File: config.mk
export PLATFORM = sky130hd
export DESIGN_NAME = bridge_irq_gather
export DESIGN_NICKNAME = d
export VERILOG_FILES = /design/src/rtl/big_pkg.sv /design/src/rtl/big_sync_edge.sv /design/src/rtl/big_latch.sv /design/src/rtl/big_sender.sv /design/src/rtl/bridge_irq_gather.sv
export SDC_FILE = /design/constraint.sdc
export NUM_CORES = 1
export LEC_CHECK = 0
export BUFFER_PORTS_ARGS = -buffer_cell sky130_fd_sc_hd__buf_2
export CAP_MARGIN = 20
export CORE_MARGIN = 1
export CORE_UTILIZATION = 40
export DETAILED_ROUTE_END_ITERATION = 16
export PLACE_DENSITY_LB_ADDON = 0.2
export SYNTH_ARGS = -nofsm -noshare
export SYNTH_HDL_FRONTEND = slang
export SYNTH_SLANG_ARGS = --single-unit
File: constraint.sdc
create_clock -name clk -period 1.9 [get_ports clk]
set_input_delay 0 -clock clk [delete_from_list [all_inputs] [get_ports clk]]
set_output_delay 0 -clock clk [all_outputs]
set_load 0.02 [all_outputs]
File: src/rtl/big_pkg.sv
`timescale 1ns/1ps
// Package: shared register offsets and sender state encoding for the
// bridge interrupt aggregator. Offsets are byte addresses that software
// decodes, so they are fixed here.
package big_pkg;
    localparam logic [11:0] OFS_TARGET = 12'h004;
    localparam logic [11:0] OFS_REQ    = 12'h00C;
    localparam logic [11:0] OFS_MASK   = 12'h018;
    localparam logic [11:0] OFS_PEND   = 12'h01C;
    localparam logic [11:0] OFS_CTRL   = 12'h024;
    localparam logic [11:0] OFS_LIVE   = 12'h028;

    typedef enum logic {SND_IDLE = 1'b0, SND_BUSY = 1'b1} snd_state_e;
endpackage

File: src/rtl/big_sync_edge.sv
`timescale 1ns/1ps
// Module: big_sync_edge
// Brings raw interrupt lines into the clock domain through two flops and
// flags a change whenever the synchronised level differs from the value
// registered one clock earlier.
// Assumes: lines are asynchronous and held for at least two clocks;
// unimplemented positions are forced to zero at the input.
module big_sync_edge #(
    parameter int               N         = 11,
    parameter logic [N-1:0]     IMPL_MASK = 11'h5FF
) (
    input  logic         clk,
    input  logic         rst_n,
    input  logic [N-1:0] raw,
    output logic [N-1:0] level,
    output logic [N-1:0] change
);
    logic [N-1:0] meta_q;
    logic [N-1:0] sync_q;
    logic [N-1:0] prev_q;

    // Two-stage synchroniser plus history register for change detection.
    always_ff @(posedge clk) begin
        if (!rst_n) begin
            meta_q <= '0;
            sync_q <= '0;
            prev_q <= '0;
        end else begin
            meta_q <= raw & IMPL_MASK;
            sync_q <= meta_q;
            prev_q <= sync_q;
        end
    end

    // Live level and per-line change flags.
    assign level  = sync_q;
    assign change = sync_q ^ prev_q;
endmodule

File: src/rtl/big_latch.sv
`timescale 1ns/1ps
// Module: big_latch
// Holds one pending bit and one request bit per line. Pending latches
// every change; request latches only changes on unmasked lines. Each set
// of bits clears on its own read strobe, and a same-cycle change beats
// the clear.
// Assumes: change and mask are already zero at unimplemented positions.
module big_latch #(
    parameter int N = 11
) (
    input  logic         clk,
    input  logic         rst_n,
    input  logic [N-1:0] change,
    input  logic [N-1:0] mask,
    input  logic         clr_pend,
    input  logic         clr_req,
    output logic [N-1:0] pend,
    output logic [N-1:0] req,
    output logic         new_req
);
    logic [N-1:0] en_change;

    // Changes that are allowed to become requests.
    assign en_change = change & mask;
    assign new_req   = |en_change;

    for (genvar i = 0; i < N; i++) begin : g_line
        logic pend_q;
        logic req_q;

        // Pending bit: set by any change, cleared by a pending read.
        always_ff @(posedge clk) begin
            if (!rst_n)          pend_q <= 1'b0;
            else if (change[i])  pend_q <= 1'b1;
            else if (clr_pend)   pend_q <= 1'b0;
        end

        // Request bit: set by an unmasked change, cleared by a request read.
        always_ff @(posedge clk) begin
            if (!rst_n)            req_q <= 1'b0;
            else if (en_change[i]) req_q <= 1'b1;
            else if (clr_req)      req_q <= 1'b0;
        end

        assign pend[i] = pend_q;
        assign req[i]  = req_q;
    end

    // a change meeting a clear in the same cycle leaves its bit set.
    a_r6_edge_wins: assert property (@(posedge clk) disable iff (!rst_n)
        (clr_req && (en_change != '0)) |=>
        ((req & $past(en_change)) == $past(en_change)));

    // a clear with no competing change empties the request register.
    a_r6_read_clears: assert property (@(posedge clk) disable iff (!rst_n)
        (clr_req && (en_change == '0)) |=> (req == '0));

    // a request bit only appears where an unmasked change occurred.
    a_r5_masked_silent: assert property (@(posedge clk) disable iff (!rst_n)
        ((req & ~$past(req) & ~$past(en_change)) == '0));

    // a pending read with no change empties the pending register.
    a_r4_pend_clears: assert property (@(posedge clk) disable iff (!rst_n)
        (clr_pend && (change == '0)) |=> (pend == '0));
endmodule

File: src/rtl/big_sender.sv
`timescale 1ns/1ps
// Module: big_sender
// Issues one message write at a time. A new request arms a due flag; when
// idle, enabled and requests remain, the target is captured and the
// request is held until done. Edges seen while busy re-arm the flag.
// Assumes: msg_done is only asserted while msg_req is high.
module big_sender
    import big_pkg::*;
#(
    parameter int DW    = 32,
    parameter int DBITS = 5
) (
    input  logic          clk,
    input  logic          rst_n,
    input  logic          enable,
    input  logic          new_req,
    input  logic          any_req,
    input  logic [DW-1:0] target,
    input  logic          msg_done,
    output logic          msg_req,
    output logic [DW-1:0] msg_addr,
    output logic [DW-1:0] msg_data
);
    localparam logic [DW-1:0] DATA_FIELD = DW'((64'd1 << DBITS) - 64'd1);

    snd_state_e    state_q;
    logic          due_q;
    logic          issue;
    logic [DW-1:0] addr_q;
    logic [DW-1:0] data_q;

    // Start a message when idle, armed, enabled and requests remain.
    assign issue = (state_q == SND_IDLE) && due_q && any_req && enable;

    // Due flag: armed by new requests, dropped on issue or when all acked.
    always_ff @(posedge clk) begin
        if (!rst_n)                   due_q <= 1'b0;
        else if (new_req && enable)   due_q <= 1'b1;
        else if (issue || !any_req)   due_q <= 1'b0;
    end

    // Handshake state: busy from issue until done.
    always_ff @(posedge clk) begin
        if (!rst_n)                                   state_q <= SND_IDLE;
        else if (issue)                               state_q <= SND_BUSY;
        else if (state_q == SND_BUSY && msg_done)     state_q <= SND_IDLE;
    end

    // Capture destination and data word at issue so they hold while busy.
    always_ff @(posedge clk) begin
        if (!rst_n) begin
            addr_q <= '0;
            data_q <= '0;
        end else if (issue) begin
            addr_q <= target & ~DATA_FIELD;
            data_q <= target & DATA_FIELD;
        end
    end

    assign msg_req  = (state_q == SND_BUSY);
    assign msg_addr = addr_q;
    assign msg_data = data_q;

    // an unanswered request holds with stable address and data.
    a_r8_hold: assert property (@(posedge clk) disable iff (!rst_n)
        (msg_req && !msg_done) |=>
        (msg_req && $stable(msg_addr) && $stable(msg_data)));

    // with messages disabled, an idle sender stays idle.
    a_r9_disabled_quiet: assert property (@(posedge clk) disable iff (!rst_n)
        (!msg_req && !enable) |=> !msg_req);
endmodule

File: src/rtl/bridge_irq_gather.sv
`timescale 1ns/1ps
// Module: bridge_irq_gather (top)
// Register front end of the interrupt aggregator: target, mask and
// control storage, read mux, read-side clear strobes, and the wiring of
// the synchroniser, latch and sender.
// Assumes: reg_rd and reg_wr are single-cycle strobes; read data is taken
// combinationally in the strobe cycle and the clear applies at its edge.
module bridge_irq_gather
    import big_pkg::*;
#(
    parameter int               N         = 11,
    parameter int               DW        = 32,
    parameter int               AW        = 12,
    parameter int               DBITS     = 5,
    parameter logic [N-1:0]     IMPL_MASK = 11'h5FF
) (
    input  logic          clk,
    input  logic          rst_n,
    input  logic [N-1:0]  irq_in,
    input  logic          reg_wr,
    input  logic          reg_rd,
    input  logic [AW-1:0] reg_addr,
    input  logic [DW-1:0] reg_wdata,
    output logic [DW-1:0] reg_rdata,
    output logic          msg_req,
    output logic [DW-1:0] msg_addr,
    output logic [DW-1:0] msg_data,
    input  logic          msg_done
);
    localparam int PADW = DW - N;

    logic [DW-1:0] target_q;
    logic [N-1:0]  mask_q;
    logic          ctrl_en_q;
    logic [N-1:0]  level;
    logic [N-1:0]  change;
    logic [N-1:0]  pend;
    logic [N-1:0]  req;
    logic          new_req;
    logic          clr_pend;
    logic          clr_req;

    // Read strobes that clear latched state.
    assign clr_req  = reg_rd && (reg_addr == AW'(OFS_REQ));
    assign clr_pend = reg_rd && (reg_addr == AW'(OFS_PEND));

    // Writable registers: target, mask (implemented bits only), control.
    always_ff @(posedge clk) begin
        if (!rst_n) begin
            target_q  <= '0;
            mask_q    <= '0;
            ctrl_en_q <= 1'b0;
        end else if (reg_wr) begin
            if (reg_addr == AW'(OFS_TARGET)) target_q  <= reg_wdata;
            if (reg_addr == AW'(OFS_MASK))   mask_q    <= reg_wdata[N-1:0] & IMPL_MASK;
            if (reg_addr == AW'(OFS_CTRL))   ctrl_en_q <= reg_wdata[0];
        end
    end

    // Read data mux; unknown offsets read zero.
    always_comb begin
        reg_rdata = '0;
        if (reg_rd) begin
            case (reg_addr)
                AW'(OFS_TARGET): reg_rdata = target_q;
                AW'(OFS_REQ):    reg_rdata = {{PADW{1'b0}}, req};
                AW'(OFS_MASK):   reg_rdata = {{PADW{1'b0}}, mask_q};
                AW'(OFS_PEND):   reg_rdata = {{PADW{1'b0}}, pend};
                AW'(OFS_CTRL):   reg_rdata = {{(DW-1){1'b0}}, ctrl_en_q};
                AW'(OFS_LIVE):   reg_rdata = {{PADW{1'b0}}, level};
                default:         reg_rdata = '0;
            endcase
        end
    end

    big_sync_edge #(.N(N), .IMPL_MASK(IMPL_MASK)) u_sync (
        .clk    (clk),
        .rst_n  (rst_n),
        .raw    (irq_in),
        .level  (level),
        .change (change)
    );

    big_latch #(.N(N)) u_latch (
        .clk      (clk),
        .rst_n    (rst_n),
        .change   (change),
        .mask     (mask_q),
        .clr_pend (clr_pend),
        .clr_req  (clr_req),
        .pend     (pend),
        .req      (req),
        .new_req  (new_req)
    );

    big_sender #(.DW(DW), .DBITS(DBITS)) u_send (
        .clk      (clk),
        .rst_n    (rst_n),
        .enable   (ctrl_en_q),
        .new_req  (new_req),
        .any_req  (|req),
        .target   (target_q),
        .msg_done (msg_done),
        .msg_req  (msg_req),
        .msg_addr (msg_addr),
        .msg_data (msg_data)
    );

    // the unimplemented position never shows up in any line register.
    a_r2_unimpl_zero: assert property (@(posedge clk) disable iff (!rst_n)
        (((req | pend | level | mask_q) & ~IMPL_MASK) == '0));
endmodule

### Yosys cells after proc, flatten, opt, wreduce, memory -nomap -nowiden

Index checks and enable logic that the tools add are counted.
Widths: inputs -> output; s select.

| word-level totals | value |
|---|---|
| bits in registers | 132 |
| input port bits | 60 |

| cells by class | value |
|---|---|
| equality and inequality tests | 6 |
| mux-type cells | 30 |
| bitwise gates (word level) | 3 |
| reduce and logical (&&, ||, !) cells | 38 |

Operators with widths:

| kind | count |
|---|---|
| $pmux 32 s6 | 1 |
| $reduce_bool 2->1 | 24 |
| $mux 32 | 1 |
| $mux 1 | 28 |
| $eq 12x5->1 const B | 2 |
| $eq 12x6->1 const B | 2 |
| $reduce_or 11->1 | 2 |
| $eq 12x3->1 const B | 1 |
| $eq 12x4->1 const B | 1 |
| $and 11x11->11 | 1 |
| $xor 11x11->11 | 1 |
| $logic_and 1x1->1 | 7 |
| $reduce_and 2->1 | 3 |
| $logic_not 1->1 | 1 |
| $logic_or 1x1->1 | 1 |
| $not 1->1 | 1 |

### Longest topological paths before layout

| logic depth | value |
|---|---|
| depth in word-level cells | 7 |
| gate-level depth with buffers | 7 |
| gate-level depth less buffers | 4 |

### Cells and area by module

Synthesis repeated with hierarchy kept, for this count alone.

| unflattened totals | value |
|---|---|
| cells, all modules | 664 |
| area, all modules | 6306.0 µm² |

Modules (own cells, without submodules):

| module | instances | cells each | area an instance (µm²) |
|---|---|---|---|
| bridge_irq_gather | 1 | 296 | 2617.5 |
| big_sender | 1 | 183 | 1745.4 |
| big_latch | 1 | 109 | 1021.0 |
| big_sync_edge | 1 | 76 | 922.1 |

### Worst setup path before layout

Ideal clock, no wire load.

| timing path | value |
|---|---|
| path type | register to register |
| from | reg u_send.state_q (netlist: u_send.msg_req) |
| to | reg u_send.addr_q[6] (netlist: u_send.msg_addr[6]) |
| setup time | 0.131 ns |
| arrival | 1.395 ns |
| required time | 1.769 ns |
| setup slack | 0.374 ns |
| cell stages (with the launch flop) | 6 |
| path buffers | 2 |
| path through | dfxtp_1 > nand2b_1 > a311oi_1 > buf_2 > clkbuf_1 > o21ai_0 |

| between the ends | value |
|---|---|
| cells in the longest elaborated chain, start to end | 4 |

RTL lines:

| item | line | source |
|---|---|---|
| start: declaration | big_sender.sv:26 | `snd_state_e state_q;` |
| start signal: assignment | big_sender.sv:44 | `if (!rst_n) state_q <= SND_IDLE;` |
| start signal: assignment | big_sender.sv:45 | `else if (issue) state_q <= SND_BUSY;` |
| start signal: assignment | big_sender.sv:46 | `else if (state_q == SND_BUSY && msg_done) state_q <= SND_IDLE;` |
| $not 1->1 | big_sender.sv:33 | `assign issue = (state_q == SND_IDLE) && due_q && any_req && enable;` |
| $logic_and 1x1->1 (3 in series) | big_sender.sv:33 |  |
| end signal: assignment | big_sender.sv:55 | `addr_q <= target & ~DATA_FIELD;` |
| end: declaration | big_sender.sv:29 | `logic [DW-1:0] addr_q;` |

Every way passes these cells.
A chain may end at the register's enable or synchronous reset.

### Worst setup path in the final report

| timing path | value |
|---|---|
| from | in reg_addr[7] |
| to | out reg_rdata[4] |

| between the ends | value |
|---|---|
| cells in the longest elaborated chain, start to end | 3 |

RTL lines:

| item | line | source |
|---|---|---|
| start: declaration | bridge_irq_gather.sv:22 | `input logic [AW-1:0] reg_addr,` |
| $eq 12x6->1, or another cell as far along | bridge_irq_gather.sv:64 | `case (reg_addr)` |
| $pmux 32 s6 (*) | bridge_irq_gather.sv:64 |  |
| $mux 32 (*) | bridge_irq_gather.sv:63 | `if (reg_rd) begin` |
| end: declaration | bridge_irq_gather.sv:24 | `output logic [DW-1:0] reg_rdata,` |

Mark *: on every way between the ends. The rest lies on a longest branch, timed or not.

==> impl_results.html <==
<table>
<tr><th>Metric</th><th>Value</th></tr>
<tr><th colspan="2">Run status</th></tr>
<tr><td>Result of the run</td><td>finished clean</td></tr>
<tr><th colspan="2">Final layout</th></tr>
<tr><td>Layout fillers</td><td>1,247</td></tr>
<tr><td>Area used by multi-input combinational logic</td><td>2660 um2</td></tr>
<tr><td>Total area of sequential cells</td><td>2540 um2</td></tr>
<tr><td>Non-Filler Cell Area, Final</td><td>7240 um2</td></tr>
<tr><td>Number of standard cells in the final layout excluding fillers</td><td>985</td></tr>
<tr><td>Total Nets Final</td><td>856</td></tr>
<tr><td>Antenna Cells</td><td>0</td></tr>
<tr><td>Area Overhead vs Synth</td><td>30.6%</td></tr>
<tr><td>Share of cells above drive strength 1</td><td>22.4%</td></tr>
<tr><th colspan="2">STA</th></tr>
<tr><td>F_max</td><td>587 MHz</td></tr>
<tr><td>Setup TNS Final</td><td>0 ns</td></tr>
<tr><td>RSZ-0062 raised after global routing</td><td>no</td></tr>
<tr><td>Final hold violations</td><td>0</td></tr>
<tr><td>Total setup violations reported at the end of the flow</td><td>0</td></tr>
<tr><td>Final critical-path required period</td><td>1.70 ns</td></tr>
<tr><td>Worst-Margin Slew</td><td>0.565 ns</td></tr>
<tr><td>Post-route fraction of the period consumed by the critical path</td><td>89.7%</td></tr>
<tr><td>Remaining max-slew budget at the tightest pin</td><td>62.3%</td></tr>
<tr><td>Final Worst Setup Slack</td><td>0.195 ns</td></tr>
<tr><td>Setup skew after layout</td><td>0.00623 ns</td></tr>
<tr><td>Max-slew violation count</td><td>0</td></tr>
<tr><th colspan="2">Synth</th></tr>
<tr><td>Count of distinct cell types in the synthesized netlist</td><td>48</td></tr>
<tr><td>FF+latch count, synth</td><td>127</td></tr>
<tr><td>Post-synth top flop</td><td>sky130_fd_sc_hd__dfxtp_1</td></tr>
<tr><td>Dominant cells by area after synthesis</td><td>sky130_fd_sc_hd__dfxtp_1 46%, sky130_fd_sc_hd__o21ai_0 8.3%, sky130_fd_sc_hd__nand3_1 6.9%, sky130_fd_sc_hd__and2_1 6.0%, sky130_fd_sc_hd__a21oi_1 5.5%</td></tr>
<tr><td>Number of enable-type register cells in the synthesized netlist</td><td>0</td></tr>
<tr><td>Cell area after synthesis</td><td>5540 um2</td></tr>
<tr><td>Leading area contributor after synthesis</td><td>sky130_fd_sc_hd__dfxtp_1</td></tr>
<tr><td>Share of the synthesized area in the top cell type</td><td>45.9%</td></tr>
<tr><td>Mean area per synthesized cell</td><td>8.58 um2</td></tr>
<tr><td>Ys async rst share</td><td>0%</td></tr>
<tr><td>Yosys warnings</td><td>0</td></tr>
<tr><td>Number of standard cells after synthesis</td><td>646</td></tr>
<tr><td>Sequential-to-total area share from yosys stat</td><td>45.9%</td></tr>
<tr><th colspan="2">Min path</th></tr>
<tr><td>Class of the tightest hold or removal check</td><td>input port to flop</td></tr>
<tr><td>Startpoint of the tightest hold check path</td><td>reg_wr</td></tr>
<tr><td>Cells on Worst Hold Path</td><td>4</td></tr>
<tr><td>Endpoint of the worst hold path</td><td>ctrl_en_q</td></tr>
<tr><th colspan="2">Place</th></tr>
<tr><td>Post-place setup slack</td><td>0.178 ns</td></tr>
<tr><td>Detailed-placement wirelength estimate</td><td>9.64 mm</td></tr>
<tr><td>Total of buffers placed on input and output ports</td><td>123</td></tr>
<tr><td>Placed Cells incl. Taps</td><td>910</td></tr>
<tr><td>Total placed instance area</td><td>6230 um2</td></tr>
<tr><td>GP Congestion</td><td>0.833</td></tr>
<tr><th colspan="2">GRT</th></tr>
<tr><td>Via count of the first global-routing pass</td><td>4,722</td></tr>
<tr><td>Global route total overflow</td><td>0</td></tr>
<tr><td>Pin count of the biggest net entering global routing</td><td>66</td></tr>
<tr><td>Global-route wire length before repair</td><td>23.0 mm</td></tr>
<tr><td>Initial antenna violation count</td><td>0</td></tr>
<tr><td>GRT Resource Usage Total</td><td>20.4%</td></tr>
<tr><th colspan="2">Critical path</th></tr>
<tr><td>Register-to-register setup slack</td><td>0.39 ns</td></tr>
<tr><td>Beginning of the worst register-to-register path</td><td>ctrl_en_q</td></tr>
<tr><td>Category of the most critical setup path</td><td>input port to output port</td></tr>
<tr><td>Largest fanout on the critical path</td><td>9</td></tr>
<tr><td>Worst Setup End Kind</td><td>output port</td></tr>
<tr><td>Start point of the critical path</td><td>reg_addr[7]</td></tr>
<tr><td>CP startpoint kind</td><td>input port</td></tr>
<tr><td>Endpoint of the worst register-to-register path</td><td>u_send.msg_addr[26]</td></tr>
<tr><td>Register-to-Register Path Depth</td><td>5</td></tr>
<tr><td>WP data required</td><td>1.90 ns</td></tr>
<tr><td>Arrival time at the worst endpoint</td><td>1.70 ns</td></tr>
<tr><th colspan="2">Routing</th></tr>
<tr><td>Vias post-DR</td><td>5,134</td></tr>
<tr><td>Initial DRC Count</td><td>277</td></tr>
<tr><td>Per-cell via count in the routed design</td><td>5.21</td></tr>
<tr><td>First-pass iteration count of the detailed router</td><td>5</td></tr>
<tr><td>Antenna viol nets, final</td><td>0</td></tr>
<tr><td>Total length of routed wires</td><td>14.5 mm</td></tr>
<tr><td>Routed length per placed instance</td><td>14.8 um</td></tr>
<tr><td>Total DRC errors in the routed layout</td><td>0</td></tr>
<tr><th colspan="2">Clock network</th></tr>
<tr><td>Worst skew pair latency</td><td>0.41 ns</td></tr>
<tr><td>Clock Tree Buf Depth</td><td>2</td></tr>
<tr><td>Number of clock sinks seen by CTS</td><td>127</td></tr>
<tr><td>TritonCTS clock tree</td><td>done</td></tr>
<tr><td>CTS H-tree lvls</td><td>4</td></tr>
<tr><td>Clock transition at the registers of the reported paths</td><td>0.05 ns</td></tr>
<tr><td>Inserted Clock Buffers</td><td>17</td></tr>
<tr><td>Root buffer cell</td><td>sky130_fd_sc_hd__clkbuf_16</td></tr>
<tr><td>Count of buffers added by post-CTS timing repair for setup</td><td>0</td></tr>
<tr><th colspan="2">Floorplan</th></tr>
<tr><td>Placeable core region</td><td>13,400 um2</td></tr>
<tr><td>Number of placement rows</td><td>42</td></tr>
<tr><td>Initial Utilization</td><td>41.4%</td></tr>
<tr><td>Vertical extent of the die</td><td>120 um</td></tr>
<tr><td>Top Ports</td><td>157</td></tr>
<tr><td>Die width</td><td>120 um</td></tr>
<tr><td>Area of the die</td><td>14,300 um2</td></tr>
<tr><th colspan="2">Power and ir drop</th></tr>
<tr><td>Total power divided by cell area</td><td>861 nW/um2</td></tr>
<tr><td>Maximum resistive drop on vdd</td><td>0.515 mV</td></tr>
<tr><td>P_leak</td><td>2.88 nW</td></tr>
<tr><th colspan="2">Job</th></tr>
<tr><td>Maximum Capacitance Violations</td><td>0</td></tr>
</table>
-- cell usage after synthesis, types with 2 or more instances --
library cell	n
sky130_fd_sc_hd__o22a_1	8
sky130_fd_sc_hd__nor4_1	2
sky130_fd_sc_hd__nand2b_1	7
sky130_fd_sc_hd__nand3b_1	3
sky130_fd_sc_hd__a41oi_1	2
sky130_fd_sc_hd__nand3_1	76
sky130_fd_sc_hd__o21a_1	9
sky130_fd_sc_hd__buf_1	3
sky130_fd_sc_hd__clkbuf_1	27
sky130_fd_sc_hd__xnor2_1	6
sky130_fd_sc_hd__a21boi_1	8
sky130_fd_sc_hd__and2_1	53
sky130_fd_sc_hd__buf_2	16
sky130_fd_sc_hd__clkbuf_2	2
sky130_fd_sc_hd__inv_1	3
sky130_fd_sc_hd__buf_4	35
sky130_fd_sc_hd__nor2_1	6
sky130_fd_sc_hd__mux2i_1	10
sky130_fd_sc_hd__nand3_2	2
sky130_fd_sc_hd__xor2_1	4
sky130_fd_sc_hd__a22oi_1	11
sky130_fd_sc_hd__dfxtp_1	127
sky130_fd_sc_hd__nand2_1	50
sky130_fd_sc_hd__o21ai_0	92
sky130_fd_sc_hd__a21oi_1	61
-- report_power, final --
| part | internal (mW) | total [mW] | leakage, nW | switching, mW |
|---|---|---|---|---|
| Clock | 2.03 | 3.12 | 0.293 | 1.09 |
| Combinational | 0.170 | 0.387 | 1.56 | 0.217 |
| Sequential | 2.71 | 2.73 | 1.03 | 0.0199 |
| Total | 4.91 | 6.23 | 2.88 | 1.32 |
-- final cells by class --
class                   instances  area share, %
clock buffers                  27           7.36
clock inverters                 5          0.691
inverters                       4          0.207
multi-input cells             463           36.7
flip-flops and latches        127           35.1
well taps                     176           3.04
repair buffers                183           16.9
-- per-stage QoR --
stage / hold WS (ns) / power [mW] / util (%)
after floorplan: 0.127 / 3.03 / -
after global placement: 0.205 / 3.09 / 46.5
after detailed placement: 0.210 / 3.10 / 46.5
after CTS: 0.00555 / 6.30 / 54.0
after global routing: 0.0339 / 6.46 / 54.0
final: 0.0264 / 6.23 / 54.0
-- flip-flops by register name (all words and copies together), names as in the netlist --
| signal | count |
|---|---|
| u_send.msg_addr | 27 |
| u_latch.g_line.pend_q | 10 |
| u_latch.g_line.req_q | 10 |
| target_q | 32 |
| u_sync.level | 10 |
| u_send.msg_req | 1 |
| mask_q | 10 |
| ctrl_en_q | 1 |
| u_send.msg_data | 5 |
| u_sync.prev_q | 10 |
| u_send.due_q | 1 |
| u_sync.meta_q | 10 |
-- cells by family after synthesis --
family | Yosys count | share of synthesized area [%]
compound gates | 199 | 20.8
xor+xnor | 10 | 1.58
buf+inv | 87 | 8.67
flops | 127 | 45.9
mux | 11 | 2.01
other cells | 1 | 0.0676
simple gates | 211 | 21.1
-- layer usage --
layer	vias to the layer above	global-route usage, %	part of all wire, %
li1	2491	-	-
met1	2440	25.6	45
met2	177	32.9	48
met3	26	5.23	5.4
met4	0	9.06	1.8
met5	-	0	0
-- worst max-delay path by stage --
stage	end	slack, ns
2_1_floorplan	u_send.msg_addr[6]	0.37
3_3_place_gp	reg_rdata[4]	0.19
3_5_place_dp	reg_rdata[4]	0.18
4_1_cts	reg_rdata[4]	0.17
5_1_grt	reg_rdata[2]	0.01
6_report	reg_rdata[4]	0.20
-- worst max-delay path, cell delays in order --
cell	delay, ns
sky130_fd_sc_hd__buf_2	0.11
sky130_fd_sc_hd__nor4_4	0.45
sky130_fd_sc_hd__nand3_1	0.45
sky130_fd_sc_hd__o22a_1	0.33
sky130_fd_sc_hd__a21boi_1	0.16
sky130_fd_sc_hd__buf_2	0.19
-- cells in the final DEF, fill, tap and decap left out, drive strengths merged, types with 2 or more instances in the layout --
cell / n
buf: 140
dfxtp: 127
o21ai: 93
nand3: 78
a21oi: 61
and2: 53
nand2: 50
dlygate4sd3: 43
conb: 32
clkbuf: 27
a22oi: 11
mux2i: 10
o21a: 9
o22a: 8
a21boi: 8
nand2b: 7
nor2: 6
xnor2: 6
clkinv: 5
xor2: 4
nand3b: 3
inv: 3
nor4: 3
a41oi: 2
nor4b: 2
nor3b: 2
-- what timing repair did --
| action | 4_1_cts | 5_1_grt |
|---|---|---|
| hold buffers | 43 | 0 |
| endpoints found under the hold margin | 54 | 0 |
| resized for setup | 0 | 0 |
No activity file was read; power rests on OpenSTA's default activity.
